[src/rtl/crbif_pkg.sv]
package crbif_pkg;
  // Register byte offsets decoded by the host driver
  localparam logic [31:0] OFF_LOC_STATE = 32'h00;
  localparam logic [31:0] OFF_LOC_CTRL  = 32'h08;
  localparam logic [31:0] OFF_LOC_STS   = 32'h0C;
  localparam logic [31:0] OFF_IF_ID     = 32'h30;
  localparam logic [31:0] OFF_CTRL_EXT  = 32'h38;
  localparam logic [31:0] OFF_CTRL_REQ  = 32'h40;
  localparam logic [31:0] OFF_CTRL_STS  = 32'h44;
  localparam logic [31:0] OFF_CANCEL    = 32'h48;
  localparam logic [31:0] OFF_START     = 32'h4C;
  localparam logic [31:0] OFF_INT_EN    = 32'h50;
  localparam logic [31:0] OFF_INT_STS   = 32'h54;
  localparam logic [31:0] OFF_CMD_SIZE  = 32'h58;
  localparam logic [31:0] OFF_CMD_LO    = 32'h5C;
  localparam logic [31:0] OFF_CMD_HI    = 32'h60;
  localparam logic [31:0] OFF_RSP_SIZE  = 32'h64;
  localparam logic [31:0] OFF_RSP_LO    = 32'h68;
  localparam logic [31:0] OFF_RSP_HI    = 32'h6C;
  localparam logic [31:0] BUF_BASE      = 32'h80;

  localparam logic [31:0] IF_KIND       = 32'h1;

  typedef enum logic [1:0] {
    PW_IDLE     = 2'd0,
    PW_TO_READY = 2'd1,
    PW_READY    = 2'd2,
    PW_TO_IDLE  = 2'd3
  } pwr_e;
endpackage

[src/rtl/crbif_locality.sv]
module crbif_locality (
  input  logic clk,
  input  logic rst,
  input  logic req_i,
  input  logic rel_i,
  output logic assigned_o,
  output logic established_o
);
  logic rel_pend_q;

  always_ff @(posedge clk) begin
    if (rst) begin
      rel_pend_q    <= 1'b0;
      assigned_o    <= 1'b0;
      established_o <= 1'b0;
    end else begin
      rel_pend_q <= rel_i;
      if (rel_i) begin
        // relinquish takes priority; assigned drops on the next edge
      end else if (req_i) begin
        assigned_o    <= 1'b1;
        established_o <= 1'b1;
      end else if (rel_pend_q) begin
        assigned_o <= 1'b0;
      end
    end
  end

  assert_grant_R2: assert property (@(posedge clk) disable iff (rst)
    (req_i && !rel_i) |=> (assigned_o && established_o));

  assert_release_R3: assert property (@(posedge clk) disable iff (rst)
    (rel_i ##1 !req_i) |=> !assigned_o);
endmodule

[src/rtl/crbif_power.sv]
module crbif_power
  import crbif_pkg::*;
#(
  parameter int READY_LAT = 4,
  parameter int IDLE_LAT  = 3
) (
  input  logic clk,
  input  logic rst,
  input  logic go_ready_i,
  input  logic go_idle_i,
  input  logic busy_i,
  input  logic fault_i,
  output logic ready_o,
  output logic idle_o,
  output logic ready_pend_o,
  output logic idle_pend_o,
  output logic err_o
);
  localparam int MAXLAT = (READY_LAT > IDLE_LAT) ? READY_LAT : IDLE_LAT;
  localparam int CW     = $clog2(MAXLAT + 1);

  pwr_e            st_q;
  logic [CW-1:0]   cnt_q;
  logic            take_idle, take_ready;

  assign take_idle  = go_idle_i && !busy_i;
  assign take_ready = go_ready_i && !go_idle_i && !busy_i;

  always_ff @(posedge clk) begin
    if (rst) begin
      st_q         <= PW_IDLE;
      cnt_q        <= '0;
      ready_pend_o <= 1'b0;
      idle_pend_o  <= 1'b0;
      err_o        <= 1'b0;
    end else begin
      if (take_idle) begin
        st_q         <= PW_TO_IDLE;
        cnt_q        <= CW'(IDLE_LAT - 1);
        idle_pend_o  <= 1'b1;
        ready_pend_o <= 1'b0;
      end else if (take_ready) begin
        st_q         <= PW_TO_READY;
        cnt_q        <= CW'(READY_LAT - 1);
        ready_pend_o <= 1'b1;
        idle_pend_o  <= 1'b0;
      end else if (st_q == PW_TO_READY) begin
        if (cnt_q == '0) begin
          st_q         <= PW_READY;
          ready_pend_o <= 1'b0;
        end else begin
          cnt_q <= cnt_q - 1'b1;
        end
      end else if (st_q == PW_TO_IDLE) begin
        if (cnt_q == '0) begin
          st_q        <= PW_IDLE;
          idle_pend_o <= 1'b0;
          err_o       <= 1'b0;
        end else begin
          cnt_q <= cnt_q - 1'b1;
        end
      end
      if (fault_i) err_o <= 1'b1;
    end
  end

  assign ready_o = (st_q == PW_READY);
  assign idle_o  = (st_q == PW_IDLE);

  assert_ready_done_R4: assert property (@(posedge clk) disable iff (rst)
    (st_q == PW_TO_READY && cnt_q == '0 && !go_idle_i && !go_ready_i)
      |=> (ready_o && !ready_pend_o));

  assert_idle_rise_R5: assert property (@(posedge clk) disable iff (rst)
    $rose(idle_o) |-> $past(idle_pend_o));

  assert_busy_hold_R5: assert property (@(posedge clk) disable iff (rst)
    (busy_i && !ready_pend_o && !idle_pend_o) |=> (!ready_pend_o && !idle_pend_o));

  assert_err_clear_R9: assert property (@(posedge clk) disable iff (rst)
    ($rose(idle_o) && !$past(fault_i)) |-> !err_o);
endmodule

[src/rtl/crbif_cmd.sv]
module crbif_cmd (
  input  logic clk,
  input  logic rst,
  input  logic start_wr_i,
  input  logic cancel_wr_i,
  input  logic cancel_val_i,
  input  logic allow_i,
  input  logic done_i,
  output logic start_o,
  output logic go_o,
  output logic cancel_o
);
  always_ff @(posedge clk) begin
    if (rst) begin
      start_o  <= 1'b0;
      go_o     <= 1'b0;
      cancel_o <= 1'b0;
    end else begin
      go_o <= 1'b0;
      if (cancel_wr_i) cancel_o <= cancel_val_i;
      if (start_o && cancel_wr_i && cancel_val_i) begin
        start_o <= 1'b0;
      end else if (start_o && done_i) begin
        start_o <= 1'b0;
      end else if (!start_o && start_wr_i && allow_i) begin
        start_o <= 1'b1;
        go_o    <= 1'b1;
      end
    end
  end

  assert_go_single_R6: assert property (@(posedge clk) disable iff (rst)
    go_o |=> !go_o);

  assert_start_gate_R6: assert property (@(posedge clk) disable iff (rst)
    $rose(start_o) |-> $past(allow_i && start_wr_i));

  assert_done_clear_R7: assert property (@(posedge clk) disable iff (rst)
    (start_o && done_i) |=> !start_o);

  assert_cancel_R8: assert property (@(posedge clk) disable iff (rst)
    (start_o && cancel_wr_i && cancel_val_i) |=> (!start_o && cancel_o));
endmodule

[src/rtl/crbif_buffer.sv]
module crbif_buffer #(
  parameter int WORDS = 32,
  parameter int AW    = $clog2(WORDS)
) (
  input  logic          clk,
  input  logic          we,
  input  logic [3:0]    be,
  input  logic [AW-1:0] addr,
  input  logic [31:0]   wdata,
  output logic [31:0]   rdata
);
  logic [31:0] mem [WORDS];

  always_ff @(posedge clk) begin
    for (int b = 0; b < 4; b++) begin
      if (we && be[b]) mem[addr][8*b +: 8] <= wdata[8*b +: 8];
    end
    rdata <= mem[addr];
  end
endmodule

[src/rtl/crbif_regs.sv]
module crbif_regs
  import crbif_pkg::*;
#(
  parameter int ADDR_W    = 12,
  parameter int BUF_WORDS = 32,
  parameter int READY_LAT = 4,
  parameter int IDLE_LAT  = 3
) (
  input  logic              clk,
  input  logic              rst,
  input  logic [ADDR_W-1:0] bus_addr,
  input  logic              bus_wr,
  input  logic [3:0]        bus_be,
  input  logic [31:0]       bus_wdata,
  output logic [31:0]       bus_rdata,
  input  logic              cmd_done_i,
  input  logic              fault_i,
  output logic              proc_go_o,
  output logic              proc_abort_o,
  output logic              irq_en_o
);
  localparam int          BW        = $clog2(BUF_WORDS);
  localparam logic [31:0] BUF_BYTES = 32'(BUF_WORDS * 4);

  logic [31:0] a32;
  logic        in_buf;
  logic [BW-1:0] buf_word;
  logic        assigned, established;
  logic        ready, idle, ready_pend, idle_pend, err;
  logic        start;
  logic        wr_loc, wr_req, wr_start, wr_cancel, wr_ien;
  logic [31:0] reg_rd, rd_q, mem_rd;
  logic        sel_q;

  function automatic logic at(input logic [31:0] a, input logic [31:0] off);
    return a[31:2] == off[31:2];
  endfunction

  assign a32      = 32'(bus_addr);
  assign in_buf   = (a32 >= BUF_BASE) && (a32 < BUF_BASE + BUF_BYTES);
  assign buf_word = BW'((a32 - BUF_BASE) >> 2);

  assign wr_loc    = bus_wr && at(a32, OFF_LOC_CTRL);
  assign wr_req    = bus_wr && at(a32, OFF_CTRL_REQ);
  assign wr_start  = bus_wr && at(a32, OFF_START) && bus_wdata[0];
  assign wr_cancel = bus_wr && at(a32, OFF_CANCEL);
  assign wr_ien    = bus_wr && at(a32, OFF_INT_EN);

  crbif_locality u_loc (
    .clk          (clk),
    .rst          (rst),
    .req_i        (wr_loc && bus_wdata[0]),
    .rel_i        (wr_loc && bus_wdata[1]),
    .assigned_o   (assigned),
    .established_o(established)
  );

  crbif_power #(.READY_LAT(READY_LAT), .IDLE_LAT(IDLE_LAT)) u_pwr (
    .clk         (clk),
    .rst         (rst),
    .go_ready_i  (wr_req && bus_wdata[0]),
    .go_idle_i   (wr_req && bus_wdata[1]),
    .busy_i      (start),
    .fault_i     (fault_i),
    .ready_o     (ready),
    .idle_o      (idle),
    .ready_pend_o(ready_pend),
    .idle_pend_o (idle_pend),
    .err_o       (err)
  );

  crbif_cmd u_cmd (
    .clk         (clk),
    .rst         (rst),
    .start_wr_i  (wr_start),
    .cancel_wr_i (wr_cancel),
    .cancel_val_i(bus_wdata[0]),
    .allow_i     (assigned && ready),
    .done_i      (cmd_done_i),
    .start_o     (start),
    .go_o        (proc_go_o),
    .cancel_o    (proc_abort_o)
  );

  crbif_buffer #(.WORDS(BUF_WORDS), .AW(BW)) u_buf (
    .clk  (clk),
    .we   (bus_wr && in_buf),
    .be   (bus_be),
    .addr (buf_word),
    .wdata(bus_wdata),
    .rdata(mem_rd)
  );

  always_ff @(posedge clk) begin
    if (rst) irq_en_o <= 1'b0;
    else if (wr_ien) irq_en_o <= bus_wdata[31];
  end

  always_comb begin
    reg_rd = '0;
    if (at(a32, OFF_LOC_STATE))     reg_rd = {24'd0, 1'b1, 5'd0, assigned, established};
    else if (at(a32, OFF_LOC_STS))  reg_rd = {31'd0, assigned};
    else if (at(a32, OFF_IF_ID))    reg_rd = IF_KIND;
    else if (at(a32, OFF_CTRL_REQ)) reg_rd = {30'd0, idle_pend, ready_pend};
    else if (at(a32, OFF_CTRL_STS)) reg_rd = {30'd0, idle, err};
    else if (at(a32, OFF_CANCEL))   reg_rd = {31'd0, proc_abort_o};
    else if (at(a32, OFF_START))    reg_rd = {31'd0, start};
    else if (at(a32, OFF_INT_EN))   reg_rd = {irq_en_o, 31'd0};
    else if (at(a32, OFF_CMD_SIZE) || at(a32, OFF_RSP_SIZE)) reg_rd = BUF_BYTES;
    else if (at(a32, OFF_CMD_LO) || at(a32, OFF_RSP_LO))     reg_rd = BUF_BASE;
  end

  always_ff @(posedge clk) begin
    if (rst) begin
      rd_q  <= '0;
      sel_q <= 1'b0;
    end else begin
      rd_q  <= reg_rd;
      sel_q <= in_buf;
    end
  end

  assign bus_rdata = sel_q ? mem_rd : rd_q;

  assert_irq_en_R10: assert property (@(posedge clk) disable iff (rst)
    wr_ien |=> (irq_en_o == $past(bus_wdata[31])));

  assert_read_lat_R13: assert property (@(posedge clk) disable iff (rst)
    (!in_buf && at(a32, OFF_START)) |=> (bus_rdata == {31'd0, $past(start)}));
endmodule

[config.mk]
export PLATFORM = sky130hd
export DESIGN_NAME = crbif_regs
export DESIGN_NICKNAME = d
export VERILOG_FILES = /design/src/rtl/crbif_pkg.sv /design/src/rtl/crbif_locality.sv /design/src/rtl/crbif_power.sv /design/src/rtl/crbif_cmd.sv /design/src/rtl/crbif_buffer.sv /design/src/rtl/crbif_regs.sv
export SDC_FILE = /design/constraint.sdc
export NUM_CORES = 1
export LEC_CHECK = 0
export ABC_AREA = 1
export BUFFER_PORTS_ARGS = -buffer_cell sky130_fd_sc_hd__buf_4
export CORE_MARGIN = 2
export CORE_UTILIZATION = 27
export CTS_CLUSTER_SIZE = 20
export DETAILED_ROUTE_END_ITERATION = 10
export PLACE_DENSITY = 0.52
export SLEW_MARGIN = 20
export SYNTH_ARGS = -nofsm -noshare
export SYNTH_HDL_FRONTEND = slang
export SYNTH_SLANG_ARGS = --single-unit
[constraint.sdc]
create_clock -name clk -period 2.1 [get_ports clk]
set_input_delay 0.21 -clock clk [delete_from_list [all_inputs] [get_ports clk]]
set_output_delay 0.21 -clock clk [all_outputs]
set_load 0.02 [all_outputs]
### Word-level counts from Yosys, hierarchy flattened

Memories as Yosys holds them, arrays and structs flattened. A register that Yosys moved wholly into a read port is not among the register bits.
Index checks and enable logic that the tools add are counted.

| storage, ports and cells | value |
|---|---|
| output and inout port bits | 35 |
| bits in writable memories | 1,024 |
| register bits after elaboration | 48 |
| memories | 1 |
| bits of input ports | 53 |
| logic and storage cells | 141 |

| operators by class | value |
|---|---|
| bitwise logic cells | 1 |
| equality and inequality tests | 21 |
| $add $sub $neg | 2 |
| reductions and logical operators | 53 |
| order comparisons | 2 |
| mux-type cells | 43 |

Memory list:

| name | words | bits a word | read ports | clocked after memory_dff | wr ports | RTL line | text |
|---|---|---|---|---|---|---|---|
| u_buf.mem | 32 | 32 | 1 | 1 | 1 | crbif_buffer.sv:12 | `logic [31:0] mem [WORDS];` |

Operators by type and width:

| operator | number |
|---|---|
| 10-bit by 5-bit equality test with 1-bit output, second input constant | 9 |
| 8-bit two-way mux | 9 |
| 32-bit two-way mux | 2 |
| 30-bit zero test | 1 |
| 1-bit logical AND | 25 |
| 1-bit two-way mux | 21 |
| 10-bit by 2-bit equality test with 1-bit output, second input constant | 2 |
| 2-bit two-way mux | 8 |
| 12-bit by 8-bit >= comparator with 1-bit output, second input constant | 1 |
| 12-bit by 9-bit < comparator with 1-bit output, second input constant | 1 |
| 2-bit nonzero test | 6 |
| 10-bit by 4-bit equality test with 1-bit output, second input constant | 1 |
| 10-bit OR reduction | 1 |
| 3-bit two-way mux | 3 |
| 3-bit nonzero test | 3 |
| 4-bit by 2-bit != test with 1-bit output, second input constant | 2 |
| 8-bit OR reduction | 1 |
| 7-bit by 1-bit subtractor with 7-bit output, second input constant | 1 |
| 2-bit != test, second input constant | 3 |
| 2-bit AND reduction | 3 |
| 3-bit AND reduction | 2 |
| 3-bit OR reduction | 2 |
| 5-bit AND reduction | 1 |
| 2-bit equality test, second input constant | 2 |
| other kinds (10) | 12 |

### Depth between registers and ports, before layout

| logic depth | value |
|---|---|
| depth after elaboration | 12 |
| gate-level depth with buffers | 12 |
| gate-level depth less buffers | 10 |

### Hierarchy

A second synthesis with hierarchy kept.

| second synthesis, totals | value |
|---|---|
| cell total of the unflattened synthesis | 4,474 |
| area total of the unflattened synthesis | 45,062.0 um^2 |

By module, submodules not included:

| module | seq. area each (um^2) | area each (um^2) | instances | cells an instance |
|---|---|---|---|---|
| crbif_buffer | 31,390.1 | 43,581.8 | 1 | 4,231 |
| crbif_regs | 120.1 | 779.5 | 1 | 151 |
| crbif_power | 160.2 | 488.0 | 1 | 66 |
| crbif_cmd | 60.1 | 108.9 | 1 | 15 |
| crbif_locality | 60.1 | 103.8 | 1 | 11 |

### Least setup slack after synthesis

No wires, ideal clock.

| timing | value |
|---|---|
| kind | input to register |
| from | in bus_addr[11] |
| to | mem u_buf.mem[2][0] (enable) |
| path buffers | 1 |
| data required time | 1.730 ns |
| setup time | 0.370 ns |
| data arrival time | 1.548 ns |
| cell stages on the path | 6 |
| path slack | 0.181 ns |
| cell sequence | nor2_1 nand2_1 nor3_1 nand2_1 clkbuf_1 nor2_1 |

| on the way | value |
|---|---|
| word-level cells in the longest chain between the ends | 6 |
| elaborated cells on any way between the ends | 7 |
| those cells by class | 2 x order compare; 2 x mux; 3 x reduce/logical |

Ends and longest elaborated chain:

| element | RTL line | text |
|---|---|---|
| start: declaration | crbif_regs.sv:11 | `input logic [ADDR_W-1:0] bus_addr,` |
| 12-bit by 8-bit >= comparator with 1-bit output or 12-bit by 9-bit < comparator with 1-bit output (tied branches) | crbif_regs.sv:40 | `assign in_buf = (a32 >= BUF_BASE) && (a32 < BUF_BASE + BUF_BYTES);` |
| 1-bit logical AND * | crbif_regs.sv:40 |  |
| 1-bit logical AND * | crbif_regs.sv:87 | `.we (bus_wr && in_buf),` |
| 1-bit logical AND * | crbif_buffer.sv:16 | `if (we && be[b]) mem[addr][8*b +: 8] <= wdata[8*b +: 8];` |
| 1-bit two-way mux * | crbif_buffer.sv:16 |  |
| 1-bit two-way mux (implied by the code) * | crbif_buffer.sv:16 |  |
| end: declaration | crbif_buffer.sv:12 |  |

Every way passes the cells marked *; elsewhere a longest branch is shown, timed or not.

### Worst setup path after layout

| timing | value |
|---|---|
| from | reg sel_q |
| to | out bus_rdata[31] |

| on the way | value |
|---|---|
| word-level cells in the longest chain between the ends | 1 |

Ends and longest elaborated chain:

| element | RTL line | text |
|---|---|---|
| start: declaration | crbif_regs.sv:33 | `logic sel_q;` |
| start signal: assignment | crbif_regs.sv:119 | `sel_q <= in_buf;` |
| 32-bit two-way mux | crbif_regs.sv:123 | `assign bus_rdata = sel_q ? mem_rd : rd_q;` |
| end: declaration | crbif_regs.sv:15 | `output logic [31:0] bus_rdata,` |

Every way passes these cells.

==> out/metrics.yaml <==
detailed_routing:
  via_per_inst: 4.68
  wl_per_cell_um: 21.9
  wl_um: 116000
  route.detailed.drc: 0
  drtPass1Iterations: 6
  ant_nets: 0
  first_iter_violations: 2066
  vias: 24700
logic_synthesis:
  synth_xor_area_share_pct: 0
  synth_top_family_by_area: "compound AO/OA/AOI/OAI gates"
  synth.area.mux_share_pct: 0.111
  synth-seq-cells: 1076
  ys_seq_area_share_pct: 78.2
  synth_compound_area_share_pct: 10.2
  post_synth.cell_area_avg_um2: 14.4
  synth-simple-area-share_pct: 9.14
  yosys.area_share.adder_pct: 0.0308
  yosys_warnings: 0
  syn_area_um2: 40700
  syn_nets: 2883
  synth_cell_types: 27
  synth_cells: 2829
grt:
  grt_usage_pct: 14.8
  grt_overflow: 0
  grt_pass1_vias: 24600
  grt_pass1_wl_um: 168000
  grt_antenna_before_repair: 4
  grt_max_degree: 64
pwr:
  p_leak_nw: 17.2
  p_clk_share_pct: 43.4
  switching_share_pct: 21.3
  seqPwrFrac_pct: 51.4
  switchingPower_mw: 9.76
  ir_worst_vdd_v: 0.000694
  comb_power_share_pct: 5.2
  p_per_area_nw_per_um2: 922
  power.internal_mw: 36.1
setup_path:
  critical_path_arrival_ns: 1.82
  cp_max_fo: 9
  crit_family: "multiplexers"
  worstReg2RegEnd: "u_pwr.err_o$_SDFFE_PP0P_"
  required_ns: 1.89
  cp_num_buf_inv: 2
  slowest_stage: "mux2_2"
  critPathLaunchType: "flop"
  timing.rr.start: "u_pwr.cnt_q[1]$_SDFFE_PP0P_"
  endpoint_kind: "output pin"
  path_cells: "buf_6 > mux2_2 > buf_4"
  r2r_setup_slack_ns: 0.32
  critical_path.max_stage_delay_ns: 0.40
  ff2ff_path_depth: 8
  path_class: "reg2out"
clocking:
  cts_buffer_depth: 3
  cts.sink_count: 1076
  cts_root_buffer: "clkbuf_16"
  h-tree-depth: 3
  cts_tree: "yes"
  clock_latency_ns: 0.71
  clkTransAtPathRegs_ns: 0.06
  cts_made_buffers: 109
placement:
  io_buffer_count: 85
  hpwl_um: 73200
  gp_congestion: 0.793
  pre_cts_ws_ns: -0.0691
flow_run:
  cap_viol_max_count: 0
floorplanning:
  fp.dieH_um: 392
  start_util_pct: 27.2
  die_x_um: 392
  num_rows: 142
  coreArea_um2: 150000
  io_pins: 88
  die_area_um2: 154000
layout:
  final_core_util_pct: 33.2
  final_cell_mix: "edfxtp_1 (1024), nand2_1 (645), a22oi_1 (512)"
  nets: 3226
  final_common_cell: "edfxtp_1"
  area_delta_synth_final_pct: 22.4
  drive_above_1_share_pct: 16.8
sta:
  fin_skew_ns: 0.0298
  fmax_ghz: 0.492
  rsz0062_at_grt: "no"
  min_period_ns: 2.03
  relSlewSlack_pct: 54.5
  fin_ws_ns: 0.0684
  setup_tns_ns: 0
  drv_slew: 0
  hold_viol: 0
  min_period_over_period_pct: 96.7
  tightestPinTransition_ns: 0.680
  finalSetupViolations: 0
worst_hold_path:
  min_delay_worst_endpoint: "u_cmd.go_o$_SDFF_PP0_"
  min_path_cells: 6
  worstHoldStart: "bus_addr[11]"
  hold_path_class: "in2reg"
outcome:
  status: "complete, no violations"
[cell families (layout without fill, tap and decap cells)]
logic type      count (synthesis)  in the layout
flops                        1076           1076
buf+inv                       227            667
compound gates                569            569
other cells                     0              2
mux                             4              4
simple gates                  952            952
fa+ha+maj                       1              1
[worst max path at each step]
| stage | startpoint | to | slack (ns) | cells past startpoint |
|---|---|---|---|---|
| after floorplan | bus_addr[11] | u_buf.mem[2][0]$_DFFE_PP_ | 0.18 | 6 |
| after global placement | bus_addr[3] | u_buf.mem[25][26]$_DFFE_PP_ | -0.08 | 8 |
| after detailed placement | bus_addr[3] | u_buf.mem[25][9]$_DFFE_PP_ | -0.07 | 8 |
| after CTS | sel_q$_SDFF_PP0_ | bus_rdata[31] | 0.02 | 3 |
| after global routing | sel_q$_SDFF_PP0_ | bus_rdata[31] | 0.02 | 3 |
| final | sel_q$_SDFF_PP0_ | bus_rdata[31] | 0.07 | 3 |
[layer usage]
metal / routed length [um] / global-route usage [%] / vias to the layer above
li1: - / - / 11300
met1: 51200 / 20.4 / 12600
met2: 55300 / 24.3 / 700
met3: 6790 / 2.71 / 140
met4: 2400 / 3.44 / 4
met5: 26 / 0 / -
[cell type report]
| class | count | area, um2 |
|---|---|---|
| Fill cell | 14700 | 100000 |
| Sequential cell | 1076 | 31800 |
| Multi-Input combinational cell | 1526 | 7940 |
| Timing Repair Buffer | 397 | 3570 |
| Clock buffer | 149 | 3000 |
| Tap cell | 2016 | 2520 |
| Clock inverter | 59 | 688 |
| Inverter | 62 | 248 |
| Antenna cell | 2 | 5.00 |
[synth_stat cells]
cell type	n	area (um2)
nor2_2	6	37.5
nand3b_1	1	7.51
mux2_2	4	45.0
nand2_1	645	2420
a22oi_1	512	3840
inv_1	51	191
dfxtp_1	52	1040
ha_1	1	12.5
nand2_2	1	6.26
o21ai_0	8	40.0
nand3_1	40	200
o32ai_1	1	8.76
nor4_1	2	12.5
nor2_1	214	803
buf_4	3	22.5
nor3_1	33	165
a31oi_1	2	12.5
o211ai_1	1	7.51
edfxtp_1	1024	30700
buf_2	78	390
clkbuf_1	68	255
buf_1	16	60.1
inv_2	11	41.3
a21oi_1	44	220
or2_2	1	6.26
o31ai_1	1	7.51
nand4_1	9	56.3
[power by group through the flow]
stage | Sequential, mW | Clock [mW] | Combinational [mW]
after global routing | 23.6 | 21.2 | 2.59
after CTS | 23.6 | 20.3 | 2.40
final | 23.6 | 19.9 | 2.37
after detailed placement | 24.1 | 0 | 2.33
after global placement | 24.1 | 0 | 2.31
after floorplan | 24.0 | 0 | 1.05
[tightest hold or removal path: stages]
cell and delay, ns:
buf_4 0.07, nor2_1 0.05, nand2_1 0.12, nor2_2 0.09
nand3_1 0.11, nor3_1 0.06
[repair_timing]
action | CTS | global route
resized for setup | 2 | 0
endpoints found under the hold margin | 983 | 0
buffers inserted | 0 | 0
endpoints found under the setup margin | 1 | 0
hold buffers | 41 | 0
[metrics by stage]
stage | area, um2 | hold slack [ns] | power, mW | cells
2_1_floorplan | 40700 | 0.309 | 25.1 | 2829
3_3_place_gp | 45700 | 0.426 | 26.4 | 5036
3_5_place_dp | 45700 | 0.443 | 26.4 | 5036
4_1_cts | 49800 | 0.0117 | 46.3 | 5285
5_1_grt | 49800 | 0.0648 | 47.3 | 5285
6_report | 49800 | 0.0588 | 45.9 | 5287
[registers in the layout, indices dropped and copies added (netlist names)]
register	cells
u_pwr.st_q	2
sel_q	1
u_loc.rel_pend_q	1
u_pwr.cnt_q	3
u_pwr.err_o	1
u_buf.rdata	32
u_loc.established_o	1
rd_q	4
u_buf.mem	1024
u_loc.assigned_o	1
irq_en_o	1
u_cmd.go_o	1
u_pwr.idle_pend_o	1
u_cmd.cancel_o	1
u_pwr.ready_pend_o	1
u_cmd.start_o	1
Note: power is estimated with default switching activity, not from simulation.
